<file path="src/rtl/dac_ctrl_pkg.sv">
package dac_ctrl_pkg;

    localparam int NUM_PORTS  = 2;
    localparam int CODE_W     = 12;
    localparam int CHAN_W     = 4;
    localparam int FRAME_W    = 32;
    localparam logic [7:0] SYNC_BYTE = 8'hA5;

    typedef struct packed {
        logic [CHAN_W-1:0] chan;
        logic [CODE_W-1:0] code;
    } dac_cmd_t;

    // Write frame: op nibble, zero, 3-bit address, code, zero pad.
    function automatic logic [FRAME_W-1:0] pack_frame(input logic [3:0] op,
                                                      input dac_cmd_t c);
        return {op, 1'b0, c.chan[2:0], c.code, 12'h000};
    endfunction

endpackage

</file>
<file path="src/rtl/dcs_uart_rx.sv">
module dcs_uart_rx #(
    parameter int TICK_DIV = 54
) (
    input  logic       clk,
    input  logic       rst_n,
    input  logic       rx,
    output logic [7:0] data,
    output logic       valid
);
    localparam int TW = (TICK_DIV > 1) ? $clog2(TICK_DIV) : 1;

    typedef enum logic [2:0] {U_IDLE, U_START, U_DATA, U_STOP, U_RECOVER} ustate_t;

    ustate_t        state, nxt;
    logic [1:0]     rx_sync;
    logic           rx_s;
    logic [TW-1:0]  tcnt;
    logic           tick;
    logic [3:0]     os_cnt;
    logic [2:0]     bit_idx;
    logic [7:0]     shreg;

    assign rx_s = rx_sync[1];
    assign tick = (tcnt == TW'(TICK_DIV - 1));

    always_ff @(posedge clk or negedge rst_n) begin
        if (!rst_n) begin
            rx_sync <= 2'b11;
            tcnt    <= '0;
        end else begin
            rx_sync <= {rx_sync[0], rx};
            tcnt    <= tick ? '0 : tcnt + 1'b1;
        end
    end

    always_ff @(posedge clk or negedge rst_n) begin
        if (!rst_n) state <= U_IDLE;
        else        state <= nxt;
    end

    always_comb begin
        nxt = state;
        unique case (state)
            U_IDLE:    if (!rx_s) nxt = U_START;
            U_START:   if (tick && os_cnt == 4'd7) nxt = rx_s ? U_IDLE : U_DATA;
            U_DATA:    if (tick && os_cnt == 4'd15 && bit_idx == 3'd7) nxt = U_STOP;
            U_STOP:    if (tick && os_cnt == 4'd15) nxt = rx_s ? U_IDLE : U_RECOVER;
            U_RECOVER: if (rx_s) nxt = U_IDLE;
            default:   nxt = U_IDLE;
        endcase
    end

    always_ff @(posedge clk or negedge rst_n) begin
        if (!rst_n) begin
            os_cnt  <= '0;
            bit_idx <= '0;
            shreg   <= '0;
            data    <= '0;
            valid   <= 1'b0;
        end else begin
            valid <= 1'b0;
            unique case (state)
                U_IDLE: begin
                    os_cnt  <= '0;
                    bit_idx <= '0;
                end
                U_START: begin
                    if (tick) os_cnt <= (os_cnt == 4'd7) ? 4'd0 : os_cnt + 1'b1;
                end
                U_DATA: begin
                    if (tick) begin
                        if (os_cnt == 4'd15) begin
                            os_cnt  <= '0;
                            shreg   <= {rx_s, shreg[7:1]};
                            bit_idx <= bit_idx + 1'b1;
                        end else begin
                            os_cnt <= os_cnt + 1'b1;
                        end
                    end
                end
                U_STOP: begin
                    if (tick) begin
                        os_cnt <= os_cnt + 1'b1;
                        if (os_cnt == 4'd15 && rx_s) begin
                            data  <= shreg;
                            valid <= 1'b1;
                        end
                    end
                end
                U_RECOVER: os_cnt <= '0;
                default: ;
            endcase
        end
    end

endmodule

</file>
<file path="src/rtl/dcs_cmd_parser.sv">
module dcs_cmd_parser
    import dac_ctrl_pkg::*;
(
    input  logic     clk,
    input  logic     rst_n,
    input  logic [7:0] byte_data,
    input  logic     byte_valid,
    output dac_cmd_t cmd,
    output logic     cmd_valid
);
    typedef enum logic [1:0] {P_SYNC, P_HEAD, P_LOW} pstate_t;

    pstate_t     state, nxt;
    logic [3:0]  chan_q;
    logic [3:0]  code_hi_q;

    always_ff @(posedge clk or negedge rst_n) begin
        if (!rst_n) state <= P_SYNC;
        else        state <= nxt;
    end

    always_comb begin
        nxt = state;
        unique case (state)
            P_SYNC:  if (byte_valid && byte_data == SYNC_BYTE) nxt = P_HEAD;
            P_HEAD:  if (byte_valid) nxt = P_LOW;
            P_LOW:   if (byte_valid) nxt = P_SYNC;
            default: nxt = P_SYNC;
        endcase
    end

    always_ff @(posedge clk or negedge rst_n) begin
        if (!rst_n) begin
            chan_q    <= '0;
            code_hi_q <= '0;
            cmd       <= '0;
            cmd_valid <= 1'b0;
        end else begin
            cmd_valid <= 1'b0;
            unique case (state)
                P_HEAD: if (byte_valid) begin
                    chan_q    <= byte_data[3:0];
                    code_hi_q <= byte_data[7:4];
                end
                P_LOW: if (byte_valid) begin
                    cmd.chan  <= chan_q;
                    cmd.code  <= {code_hi_q, byte_data};
                    cmd_valid <= 1'b1;
                end
                default: ;
            endcase
        end
    end

endmodule

</file>
<file path="src/rtl/dcs_spi_port.sv">
module dcs_spi_port #(
    parameter int SPI_DIV = 4,
    parameter int FRAME_W = 32
) (
    input  logic               clk,
    input  logic               rst_n,
    input  logic               start,
    input  logic [FRAME_W-1:0] frame,
    output logic               cs_n,
    output logic               sclk,
    output logic               mosi,
    output logic               busy
);
    localparam int HALF = (SPI_DIV < 2) ? 1 : SPI_DIV / 2;
    localparam int CW   = (HALF > 1) ? $clog2(HALF) : 1;
    localparam int BW   = $clog2(FRAME_W);

    typedef enum logic [1:0] {S_IDLE, S_LOW, S_HIGH, S_TAIL} sstate_t;

    sstate_t            state, nxt;
    logic [CW-1:0]      div_cnt;
    logic [BW-1:0]      bit_cnt;
    logic [FRAME_W-1:0] shreg;
    logic               half_done;

    assign half_done = (div_cnt == CW'(HALF - 1));
    assign busy      = (state != S_IDLE);

    always_ff @(posedge clk or negedge rst_n) begin
        if (!rst_n) state <= S_IDLE;
        else        state <= nxt;
    end

    always_comb begin
        nxt = state;
        unique case (state)
            S_IDLE:  if (start) nxt = S_LOW;
            S_LOW:   if (half_done) nxt = S_HIGH;
            S_HIGH:  if (half_done) nxt = (bit_cnt == BW'(FRAME_W - 1)) ? S_TAIL : S_LOW;
            S_TAIL:  if (half_done) nxt = S_IDLE;
            default: nxt = S_IDLE;
        endcase
    end

    always_ff @(posedge clk or negedge rst_n) begin
        if (!rst_n) begin
            cs_n    <= 1'b1;
            sclk    <= 1'b0;
            mosi    <= 1'b0;
            div_cnt <= '0;
            bit_cnt <= '0;
            shreg   <= '0;
        end else begin
            unique case (state)
                S_IDLE: begin
                    sclk    <= 1'b0;
                    div_cnt <= '0;
                    if (start) begin
                        cs_n    <= 1'b0;
                        shreg   <= frame;
                        mosi    <= frame[FRAME_W-1];
                        bit_cnt <= '0;
                    end
                end
                S_LOW: begin
                    if (half_done) begin
                        div_cnt <= '0;
                        sclk    <= 1'b1;
                    end else begin
                        div_cnt <= div_cnt + 1'b1;
                    end
                end
                S_HIGH: begin
                    if (half_done) begin
                        div_cnt <= '0;
                        sclk    <= 1'b0;
                        if (bit_cnt != BW'(FRAME_W - 1)) begin
                            bit_cnt <= bit_cnt + 1'b1;
                            shreg   <= {shreg[FRAME_W-2:0], 1'b0};
                            mosi    <= shreg[FRAME_W-2];
                        end
                    end else begin
                        div_cnt <= div_cnt + 1'b1;
                    end
                end
                S_TAIL: begin
                    if (half_done) begin
                        div_cnt <= '0;
                        cs_n    <= 1'b1;
                    end else begin
                        div_cnt <= div_cnt + 1'b1;
                    end
                end
                default: ;
            endcase
        end
    end

endmodule

</file>
<file path="src/rtl/dac_cmd_spi_ctrl.sv">
module dac_cmd_spi_ctrl
    import dac_ctrl_pkg::*;
#(
    parameter int         CLK_FREQ_HZ = 100_000_000,
    parameter int         BAUD_RATE   = 115_200,
    parameter int         SPI_DIV     = 4,
    parameter logic [3:0] DAC_OP      = 4'h3
) (
    input  logic clk,
    input  logic rst_n,
    input  logic uart_rx,
    output logic dac_a_cs_n,
    output logic dac_a_sclk,
    output logic dac_a_mosi,
    output logic dac_b_cs_n,
    output logic dac_b_sclk,
    output logic dac_b_mosi,
    output logic overflow
);
    localparam int TICK_RAW = CLK_FREQ_HZ / (BAUD_RATE * 16);
    localparam int TICK_DIV = (TICK_RAW < 1) ? 1 : TICK_RAW;

    typedef enum logic [1:0] {D_IDLE, D_ISSUE, D_BUSY} dstate_t;

    logic [7:0]         rx_byte;
    logic               rx_valid;
    dac_cmd_t           cmd;
    logic               cmd_valid;
    dac_cmd_t           slot;
    logic               slot_valid;
    logic               consume;
    dstate_t            state, nxt;
    logic [FRAME_W-1:0] frame;
    logic [NUM_PORTS-1:0] start, port_busy, cs_arr, sclk_arr, mosi_arr;

    dcs_uart_rx #(.TICK_DIV(TICK_DIV)) u_rx (
        .clk   (clk),
        .rst_n (rst_n),
        .rx    (uart_rx),
        .data  (rx_byte),
        .valid (rx_valid)
    );

    dcs_cmd_parser u_parse (
        .clk        (clk),
        .rst_n      (rst_n),
        .byte_data  (rx_byte),
        .byte_valid (rx_valid),
        .cmd        (cmd),
        .cmd_valid  (cmd_valid)
    );

    // One-entry holding slot with sticky drop flag
    assign consume = (state == D_ISSUE);

    always_ff @(posedge clk or negedge rst_n) begin
        if (!rst_n) begin
            slot       <= '0;
            slot_valid <= 1'b0;
            overflow   <= 1'b0;
        end else begin
            if (cmd_valid) begin
                if (!slot_valid || consume) begin
                    slot       <= cmd;
                    slot_valid <= 1'b1;
                end else begin
                    overflow <= 1'b1;
                end
            end else if (consume) begin
                slot_valid <= 1'b0;
            end
        end
    end

    // Dispatcher: one transfer at a time across both ports
    always_ff @(posedge clk or negedge rst_n) begin
        if (!rst_n) state <= D_IDLE;
        else        state <= nxt;
    end

    always_comb begin
        nxt = state;
        unique case (state)
            D_IDLE:  if (slot_valid) nxt = D_ISSUE;
            D_ISSUE: nxt = D_BUSY;
            D_BUSY:  if (!(|port_busy)) nxt = D_IDLE;
            default: nxt = D_IDLE;
        endcase
    end

    assign frame = pack_frame(DAC_OP, slot);

    generate
        for (genvar p = 0; p < NUM_PORTS; p++) begin : g_port
            assign start[p] = consume && (slot.chan[3] == p[0]);
            dcs_spi_port #(.SPI_DIV(SPI_DIV), .FRAME_W(FRAME_W)) u_spi (
                .clk   (clk),
                .rst_n (rst_n),
                .start (start[p]),
                .frame (frame),
                .cs_n  (cs_arr[p]),
                .sclk  (sclk_arr[p]),
                .mosi  (mosi_arr[p]),
                .busy  (port_busy[p])
            );
        end
    endgenerate

    assign dac_a_cs_n = cs_arr[0];
    assign dac_a_sclk = sclk_arr[0];
    assign dac_a_mosi = mosi_arr[0];
    assign dac_b_cs_n = cs_arr[1];
    assign dac_b_sclk = sclk_arr[1];
    assign dac_b_mosi = mosi_arr[1];

endmodule

</file>
<file path="config.mk">
export PLATFORM = sky130hd
export DESIGN_NAME = dac_cmd_spi_ctrl
export DESIGN_NICKNAME = d
export VERILOG_FILES = /design/src/rtl/dac_ctrl_pkg.sv /design/src/rtl/dcs_uart_rx.sv /design/src/rtl/dcs_cmd_parser.sv /design/src/rtl/dcs_spi_port.sv /design/src/rtl/dac_cmd_spi_ctrl.sv
export SDC_FILE = /design/constraint.sdc
export NUM_CORES = 1
export LEC_CHECK = 0
export ABC_AREA = 1
export BUFFER_PORTS_ARGS = -buffer_cell sky130_fd_sc_hd__clkbuf_2
export CORE_MARGIN = 2
export CORE_UTILIZATION = 45
export DETAILED_ROUTE_END_ITERATION = 6
export PLACE_DENSITY = 0.61
export SYNTH_ARGS = -nofsm -noshare
export SYNTH_HDL_FRONTEND = slang
export SYNTH_SLANG_ARGS = --single-unit
export TNS_END_PERCENT = 10
</file>
<file path="constraint.sdc">
create_clock -name clk -period 5.8 [get_ports clk]
set_clock_uncertainty 0.15 [all_clocks]
set_input_delay 0.87 -clock clk [delete_from_list [all_inputs] [get_ports clk]]
set_output_delay 0.87 -clock clk [all_outputs]
set_load 0.05 [all_outputs]
</file>
==> out/metrics.yaml, run 1 <==
synth_largest_area_cell: "dfrtp_1"
layout_common_cells: "nand2_1, dfrtp_1, inv_1, o21ai_0, o21ai_2"
required_ns: 5.94
vias: 4421
post_cts_buffers: 0
ys_types: 38
die_height_um: 124
initialDrtViolationCount: 270
io_pins: 10
critPathArrivalTime_ns: 2.53
slew_viol_final: 0
cts-root-buf: "clkbuf_16"
vias_per_cell: 4.86
powerDensity_nw_per_um2: 284
critPathMaxFanout: 12
gr-total-overflow: 0
drtAntennaViolNets: 0
relSlewSlack: 0.380
antenna_found_initial: 0
final_common_cell: "nand2_1"
cts_resized: 0
critPathSlowestCell: "nor2_1"
syn_nets: 720
grt_pass1_vias: 4194
initial_core_util: 0.464
grt_usage: 0.167
drive_gt1_frac: 0.177
hold_start: "u_rx.rx_sync[0]"
tns_ns: 0
hold_viol: 0
reg2reg_slack_ns: 3.41
synth-seq-cells: 142
tritoncts: "yes"
syn_inst: 708
dieArea_sq_um: 15300
cts_hold_buf: 0
crit_chain: "inv_1 -> ha_1 -> nand3_1 -> nor2_1 -> nand2_1 -> inv_2 -> nand2_2 -> nand2_1 -> o21ai_1"
gp_congestion: 0.794
grt_max_degree: 102
yosysWarningCount: 0
p_leak_nw: 3.40
synthAdderAreaFrac: 0.0174
dpl.hpwl_mm: 7.61
fill_cells: 1303
synth_top_area_share: 0.535
path_clk_slew_ns: 0.06
wl_per_cell_um: 12.4
min_to: "u_rx.rx_sync[1]"
crit_start: "u_rx.tcnt[1]"
port_buffers: 9
area_growth_pct: 10.7
diodes: 0
finalSetupViolCount: 0
max_cap_viol_count: 0
nNetsFinal: 728
synth_area_sq_um: 6460
cts_made_buffers: 17
die_w_um: 124
stdcell_area_sq_um: 7150
cts.sinks: 142
irDropWorstVdd_v: 0.000171
setup.worst_path.end_class: "flop"
design.core.area_sq_um: 13900
synth-simple-area-share: 0.206
synthMuxAreaShare: 0.00349
fmax_mhz: 418
status: "finished, final reports clean"
avgSynthCellArea_sq_um: 9.12
clock_latency_ns: 0.41
tightest_slew_ns: 0.928
critPathLaunchType: "flop"
drt-total-wl_mm: 11.3
first_pass_iters: 6
r2r_end: "u_rx.shreg[7]"
critPathTopFamily: "simple AND/OR/NAND/NOR gates"
utilization: 0.513
path_class: "flop to flop"
fin_crit_sh: 0.412
synth_top_family_by_area: "simple AND/OR/NAND/NOR gates"
yosysSeqAreaShare: 0.551
crit_top_cell: "nand2_1"
slowest_delay_ns: 0.54
whs_path_depth: 0
rr_startpoint: "u_rx.tcnt[1]"
grt_setup_unrepaired: "no"
synth-xor-area-share: 0.00542
grt_pass1_wl_mm: 19.8
path_buf_inv: 2
layout_min_cycle_time_ns: 2.39
cts-htree-levels: 4
clock_path_buffers: 2
hp-class: "flop to flop"
placed_cell_area_sq_um: 6590
row_count: 43
worst_r2r_path_depth: 9
drc_errors: 0
synth_area_leaders: "dfrtp_1, nand2_1, o21ai_0, inv_1, o21ai_2"
synth_compound_area_frac: 0.129
==> through the flow <==
stage | hold WS [ns] | std cells | worst slack (ns) | power (mW)
final | 0.209 | 909 | 3.41 | 2.03
after global routing | 0.213 | 909 | 3.19 | 2.11
after CTS | 0.208 | 909 | 3.40 | 2.06
after detailed placement | 0.199 | 877 | 3.42 | 1.03
after global placement | 0.199 | 877 | 3.50 | 1.03
after floorplan | 0.195 | 708 | 3.93 | 1.01
==> kinds of logic after synthesis <==
logic type / count (synthesis)
flops: 142
simple gates: 293
fa+ha+maj: 9
compound gates: 132
buf+inv: 126
mux: 2
xor+xnor: 4
==> worst reg2reg max path: cells and delay by family (launching register included) <==
family | cells | cell delay, ns
and+or+nand+nor | 5 | 1.19
DFF | 1 | 0.39
buffers and inverters | 2 | 0.34
adders and majority gates | 1 | 0.13
AOI/OAI and AO/OA | 1 | 0.07
==> report_power, final <==
part	switching, mW	total, mW	internal (mW)
combinational	0.0192	0.0208	0.00159
clock	0.382	1.01	0.632
sequential	0.000494	0.993	0.993
total	0.402	2.03	1.63
==> synthesized netlist by cell type, drive strengths merged <==
cell type and n:
o22ai 7, o2111ai 1, inv 104, ha 9, a21oi 8, nand3b 1
o31ai 1, nand4 6, o21ai 109, xor2 4, nand3 26, a22oi 4
nand2 210, mux2 2, a31o 2, or2 1, nor2 33, dfstp 4
clkbuf 5, dfrtp 138, nor3 16, buf 17
==> metal layers <==
metal  track usage  wire, um  vias up
met2         0.270      5420       39
li1              -         -     2273
met3        0.0435       302       12
met4        0.0639       161        0
met5             0         0        -
met1         0.215      5410     2097
==> final cells by class <==
type	instances	area, sq um	share of cell area
tap	180	225	0.0315
timing repair buffer	11	66.3	0.00928
multi-input combinational	440	2340	0.327
clock buffer	26	499	0.0698
inverter	104	403	0.0564
sequential	142	3560	0.498
clock inverter	6	57.6	0.00805
==> how the worst max path moves through the flow <==
stage                                            to  slack (ns)  depth (start not counted)
after floorplan           g_port[0].u_spi.shreg[14]        3.93                         12
after global placement                     overflow        3.50                          2
after detailed placement              u_rx.shreg[7]        3.42                          9
after CTS                             u_rx.shreg[7]        3.40                          9
after global routing                   u_rx.data[3]        3.19                          9
final                                 u_rx.shreg[7]        3.41                          9
==> registers in the layout (all words and copies together), names as in the netlist, 2 cells and up <==
| signal | cells |
|---|---|
| frame | 15 |
| g_port.u_spi.bit_cnt | 10 |
| g_port.u_spi.cs_n | 2 |
| g_port.u_spi.div_cnt | 2 |
| g_port.u_spi.mosi | 2 |
| g_port.u_spi.sclk | 2 |
| g_port.u_spi.shreg | 38 |
| g_port.u_spi.state | 4 |
| state | 2 |
| u_parse.chan_q | 4 |
| u_parse.cmd | 16 |
| u_parse.code_hi_q | 4 |
| u_parse.state | 2 |
| u_rx.bit_idx | 3 |
| u_rx.data | 8 |
| u_rx.os_cnt | 4 |
| u_rx.rx_sync | 2 |
| u_rx.shreg | 8 |
| u_rx.state | 3 |
| u_rx.tcnt | 6 |
Note: power is estimated with default switching activity, not from simulation.
==> run 2: changes to the inputs <==
--- a/config.mk
+++ b/config.mk
@@ -10,7 +10,7 @@
 export CORE_MARGIN = 2
 export CORE_UTILIZATION = 45
 export DETAILED_ROUTE_END_ITERATION = 6
-export PLACE_DENSITY = 0.61
+export PLACE_DENSITY = 0.64
 export SYNTH_ARGS = -nofsm -noshare
 export SYNTH_HDL_FRONTEND = slang
 export SYNTH_SLANG_ARGS = --single-unit
==> constraint.sdc (replaced) <==
create_clock -name clk -period 1.92 [get_ports clk]
set_clock_uncertainty 0.15 [all_clocks]
set_input_delay 0.288 -clock clk [delete_from_list [all_inputs] [get_ports clk]]
set_output_delay 0.288 -clock clk [all_outputs]
set_load 0.05 [all_outputs]
==> out/metrics.yaml, run 2 (synthesis results as in run 1) <==
worst_r2r_path_depth: 11  # +2
hold_viol: 0  # unchanged
initialDrtViolationCount: 211  # -22%
dp_slack_ns: -0.000171  # -3.42 ns
critPathMaxFanout: 31  # +19
fmax_mhz: 546  # +31%
max_cap_viol_count: 0  # unchanged
layout_setup_ws_ns: 0.0891  # -3.32 ns
dieArea_sq_um: 15300  # unchanged
nNetsFinal: 750  # +3.0%
p_leak_nw: 3.55  # +4.5%
grt_pass1_wl_mm: 20.4  # +3.2%
vias_per_cell: 4.90  # +0.68%
status: "finished, final reports clean"
cts-root-buf: "clkbuf_16"
layout_common_cells: "nand2_1, dfrtp_1, inv_1, o21ai_0, o21ai_2"
clock_path_buffers: 2  # unchanged
design.core.area_sq_um: 13900  # unchanged
critPathSlowestCell: "dfrtp_1"
tightest_slew_ns: 0.487  # -0.441 ns
die_height_um: 124  # unchanged
row_count: 43  # unchanged
gp_congestion: 0.805  # +1.4%
hp-class: "flop to flop"
critPathArrivalTime_ns: 1.98  # -0.55 ns
placed_cell_area_sq_um: 6790  # +3.0%
stdcell_area_sq_um: 7470  # +4.5%
tritoncts: "yes"
drive_gt1_frac: 0.210  # +0.0334
area_growth_pct: 15.7
finalSetupViolCount: 0  # unchanged
antenna_found_initial: 0  # unchanged
die_w_um: 124  # unchanged
tns_ns: 0  # unchanged
path_clk_slew_ns: 0.06  # about the same
io_pins: 10  # unchanged
diodes: 0  # unchanged
dpl.hpwl_mm: 7.94  # +4.4%
fill_cells: 1269  # -2.6%
port_buffers: 9  # unchanged
min_to: "u_rx.rx_sync[1]"
critPathTopFamily: "simple AND/OR/NAND/NOR gates"
drc_errors: 0  # unchanged
vias: 4559  # +3.1%
grt_usage: 0.171  # +0.00467
wl_per_cell_um: 12.6  # +1.5%
regMostFlops: "g_port.u_spi.shreg"
first_pass_iters: 5  # -1
layout_min_cycle_time_ns: 1.83  # -0.560 ns
required_ns: 2.07  # -3.87 ns
r2r_end: "g_port[0].u_spi.shreg[16]"
hold_start: "u_rx.rx_sync[0]"
largest_reg_flops: 38  # unchanged
slew_viol_final: 0  # unchanged
setup.worst_path.end_class: "flop"
hold-worst-slack_ns: 0.205  # -0.00411 ns
drt-total-wl_mm: 11.7  # +3.9%
whs_path_depth: 0  # unchanged
clock_latency_ns: 0.42  # about the same
irDropWorstVdd_v: 0.000625  # +270%
rr_startpoint: "g_port[0].u_spi.bit_cnt[0]"
path_buf_inv: 4  # +2
crit_chain: "ha_2 -> inv_1 -> nor3_2 -> ha_2 -> inv_1 -> nand4_4 -> clkinv_4 -> nor2_8 -> inv_12 -> nand2_2 -> o21ai_2"
relSlewSlack: 0.675  # +0.295
path_depth: 11  # +2
path_class: "flop to flop"
cts_made_buffers: 17  # unchanged
powerDensity_nw_per_um2: 855  # +200%
fin_crit_sh: 0.954  # +0.541
cts.sinks: 142  # unchanged
reg2reg_slack_ns: 0.09  # -3.32 ns
cts-htree-levels: 4  # unchanged
drtAntennaViolNets: 0  # unchanged
grt_pass1_vias: 4436  # +5.8%
grt_max_degree: 43  # -58%
slowest_delay_ns: 0.35  # -0.19 ns
initial_core_util: 0.464  # unchanged
critPathLaunchType: "flop"
gr-total-overflow: 0  # unchanged
final_common_cell: "nand2_1"
run 2: routing by layer:
layer | up-vias | GRT usage | routed length, um
met5 | - | 0 | 0
li1 | 2314 | - | -
met4 | 0 | 0.0575 | 173
met3 | 15 | 0.0517 | 350
met1 | 2183 | 0.216 | 5380
met2 | 47 | 0.282 | 5830
run 2: worst max path at each step:
stage                                    start                         to  slack [ns]
floorplan           g_port[0].u_spi.bit_cnt[0]  g_port[0].u_spi.shreg[14]        0.05
global placement    g_port[0].u_spi.bit_cnt[0]  g_port[0].u_spi.shreg[13]        0.06
detailed placement  g_port[0].u_spi.bit_cnt[0]  g_port[0].u_spi.shreg[13]     -0.0002
CTS                 g_port[0].u_spi.bit_cnt[0]       g_port[0].u_spi.mosi        0.01
global route        g_port[0].u_spi.bit_cnt[0]  g_port[0].u_spi.shreg[14]       -0.02
finish              g_port[0].u_spi.bit_cnt[0]  g_port[0].u_spi.shreg[16]        0.09
run 2: layout make-up:
class / instances / area [sq um] / area share
flip-flops and latches: 142 / 3560 / 0.476
clock buffers: 21 / 460 / 0.0616
clock inverters: 11 / 140 / 0.0188
well taps: 180 / 225 / 0.0301
inverters: 104 / 413 / 0.0553
multi-input cells: 440 / 2360 / 0.315
repair buffers: 33 / 319 / 0.0427
run 2: where the power goes:
| part | internal, mW | switching (mW) | total [mW] |
|---|---|---|---|
| combinational | 0.0171 | 0.0619 | 0.0790 |
| sequential | 3.00 | 0.00187 | 3.00 |
| clock | 2.10 | 1.21 | 3.31 |
| total | 5.12 | 1.27 | 6.39 |
run 2: timing repair:
action                     in CTS  in global routing
setup buffers                   0                  4
hold endpoints to repair       39                  0
hold buffers                    2                  0
gates cloned                    0                  0
resized for setup               1                 12
setup endpoints to repair       8                 42
pin swaps                       1                  4
run 2: worst reg2reg max path: stages, from the launching register on:
cell      delay, ns
dfrtp_1        0.35
ha_2           0.18
inv_1          0.05
nor3_2         0.11
ha_2           0.18
inv_1          0.07
nand4_4        0.11
clkinv_4       0.09
nor2_8         0.18
inv_12         0.10
nand2_2        0.09
o21ai_2        0.05
run 2: per-stage QoR:
stage / utilization / total power, mW / cells
global placement: 0.487 / 3.13 / 893
global route: 0.536 / 6.61 / 931
CTS: 0.532 / 6.45 / 927
detailed placement: 0.487 / 3.13 / 893
floorplan: - / 3.06 / 708
finish: 0.536 / 6.39 / 931
==> run 3: changes to the inputs <==
--- a/config.mk
+++ b/config.mk
@@ -11,6 +11,7 @@
 export CORE_UTILIZATION = 45
 export DETAILED_ROUTE_END_ITERATION = 6
 export PLACE_DENSITY = 0.64
+export REMOVE_ABC_BUFFERS = 1
 export SYNTH_ARGS = -nofsm -noshare
 export SYNTH_HDL_FRONTEND = slang
 export SYNTH_SLANG_ARGS = --single-unit
==> out/metrics.yaml, run 3 (synthesis results as in run 1) <==
dpl.hpwl_mm: 8.00  # +0.65%
cts-htree-levels: 4  # unchanged
power.total_mw: 6.48  # +1.3%
vias: 4596  # +0.81%
powerDensity_nw_per_um2: 860  # +0.54%
r2r_end: "g_port[0].u_spi.shreg[12]"
tns_ns: 0  # unchanged
die_height_um: 124  # unchanged
critPathArrivalTime_ns: 2.00  # +0.02 ns
final_common_cell: "nand2_1"
endpoint: "g_port[0].u_spi.shreg[12]"
cts.sinks: 142  # unchanged
io_pins: 10  # unchanged
largest_reg_flops: 38  # unchanged
regMostFlops: "g_port.u_spi.shreg"
layout_common_cells: "nand2_1, dfrtp_1, inv_1, o21ai_0, o21ai_2"
setup.worst_path.end_class: "flop"
vias_per_cell: 4.91  # +0.17%
drive_gt1_frac: 0.217  # +0.00626
first_pass_iters: 4  # -1
grt_pass1_wl_mm: 20.7  # +1.1%
required_ns: 2.07  # about the same
initial_core_util: 0.464  # unchanged
grt_usage: 0.175  # +0.00367
wl_per_cell_um: 12.7  # +0.71%
cts_made_buffers: 17  # unchanged
drtAntennaViolNets: 0  # unchanged
slew_viol_final: 0  # unchanged
initialDrtViolationCount: 244  # +16%
max_cap_viol_count: 0  # unchanged
hold_viol: 0  # unchanged
gp_congestion: 0.815  # +1.2%
layout_min_cycle_time_ns: 1.85  # +0.0231 ns
hp-class: "flop to flop"
worst_r2r_path_depth: 11  # unchanged
relSlewSlack: 0.668  # -0.00616
path_class: "flop to flop"
tightest_slew_ns: 0.496  # +0.00922 ns
cts-root-buf: "clkbuf_16"
p_leak_nw: 3.60  # +1.5%
nNetsFinal: 756  # +0.80%
drc_errors: 0  # unchanged
design.core.area_sq_um: 13900  # unchanged
antenna_found_initial: 0  # unchanged
reg2reg_slack_ns: 0.07  # -0.02 ns
grt_max_degree: 55  # +28%
critPathMaxFanout: 15  # -52%
critPathLaunchType: "flop"
diodes: 0  # unchanged
die_w_um: 124  # unchanged
clock_latency_ns: 0.42  # about the same
status: "finished, final reports clean"
area_growth_pct: 16.6
gr-total-overflow: 0  # unchanged
rr_startpoint: "g_port[0].u_spi.bit_cnt[1]"
crit_start: "g_port[0].u_spi.bit_cnt[1]"
drt-total-wl_mm: 11.9  # +1.4%
clock_path_buffers: 2  # unchanged
grt_pass1_vias: 4433  # -0.068%
port_buffers: 9  # unchanged
grt_setup_unrepaired: "yes"
dieArea_sq_um: 15300  # unchanged
path_clk_slew_ns: 0.06  # about the same
finalSetupViolCount: 0  # unchanged
fmax_mhz: 539  # -1.2%
tritoncts: "yes"
row_count: 43  # unchanged
irDropWorstVdd_v: 0.000587  # -6.1%
fin_crit_sh: 0.966  # +0.0120
==> run 3: cell types whose count changed in the layout (fill, tap and decap cells not counted), moves of 2 or more <==
cell	delta
buf_4	+5
clkinv_4	-2
inv_1	-2
inv_2	+2
o21ai_1	+2
==> run 3: cell type report <==
class	count	area, sq um
timing repair inverter	2	20.0
multi-input combinational	440	2360
tap	180	225
inverter	104	410
sequential	142	3560
clock buffer	20	447
clock inverter	12	169
fill	1259	6400
timing repair buffer	37	345
==> run 3: metrics by stage <==
step / setup WS (ns) / area [sq um] / hold WS [ns] / util / cells
final: 0.0660 / 7530 / 0.204 / 0.540 / 937
after global routing: -0.0210 / 7530 / 0.213 / 0.540 / 937
after CTS: 0.0392 / 7430 / 0.205 / 0.533 / 930
after detailed placement: -0.0208 / 6770 / 0.109 / 0.486 / 894
after global placement: 0.0533 / 6770 / 0.106 / 0.486 / 894
after floorplan: -0.490 / 6300 / -0.158 / - / 686
==> run 3: report_power, final <==
group	internal, mW	total (mW)	switching (mW)
Combinational	0.0171	0.0788	0.0617
Clock	2.19	3.40	1.20
Sequential	3.00	3.00	0.00162
Total	5.21	6.48	1.27
==> run 3: routing by layer <==
layer | vias up | track usage | wire length (um)
met5 | - | 0 | 0
met4 | 0 | 0.0668 | 125
met3 | 13 | 0.0458 | 353
met2 | 53 | 0.283 | 5910
met1 | 2203 | 0.227 | 5500
li1 | 2327 | - | -
==> run 3: critical path, stage by stage, from the launching register on <==
cell	delay [ns]
dfrtp_1	0.40
ha_2	0.21
inv_2	0.08
nor3_4	0.04
ha_2	0.19
inv_2	0.07
nand4_4	0.09
inv_4	0.11
nor2_8	0.05
buf_12	0.15
inv_8	0.12
o22ai_2	0.07
==> run 3: worst min-delay path by stage <==
| stage | from | to | cells past startpoint |
|---|---|---|---|
| final | u_rx.rx_sync[0] | u_rx.rx_sync[1] | 0 |
| after global routing | u_rx.rx_sync[0] | u_rx.rx_sync[1] | 0 |
| after CTS | u_rx.rx_sync[0] | u_rx.rx_sync[1] | 0 |
| after detailed placement | rst_n | g_port[1].u_spi.bit_cnt[2] | 1 |
| after global placement | rst_n | g_port[1].u_spi.bit_cnt[2] | 1 |
| after floorplan | rst_n | frame[12] | 0 |
==> run 3: repair_timing <==
action	4_1_cts	5_1_grt
gates resized for setup	2	11
hold buffers	2	0
hold endpoints to repair	44	0
setup buffers	2	5
cloned	0	2
endpoints found under the setup margin	15	35
pin swaps	1	6
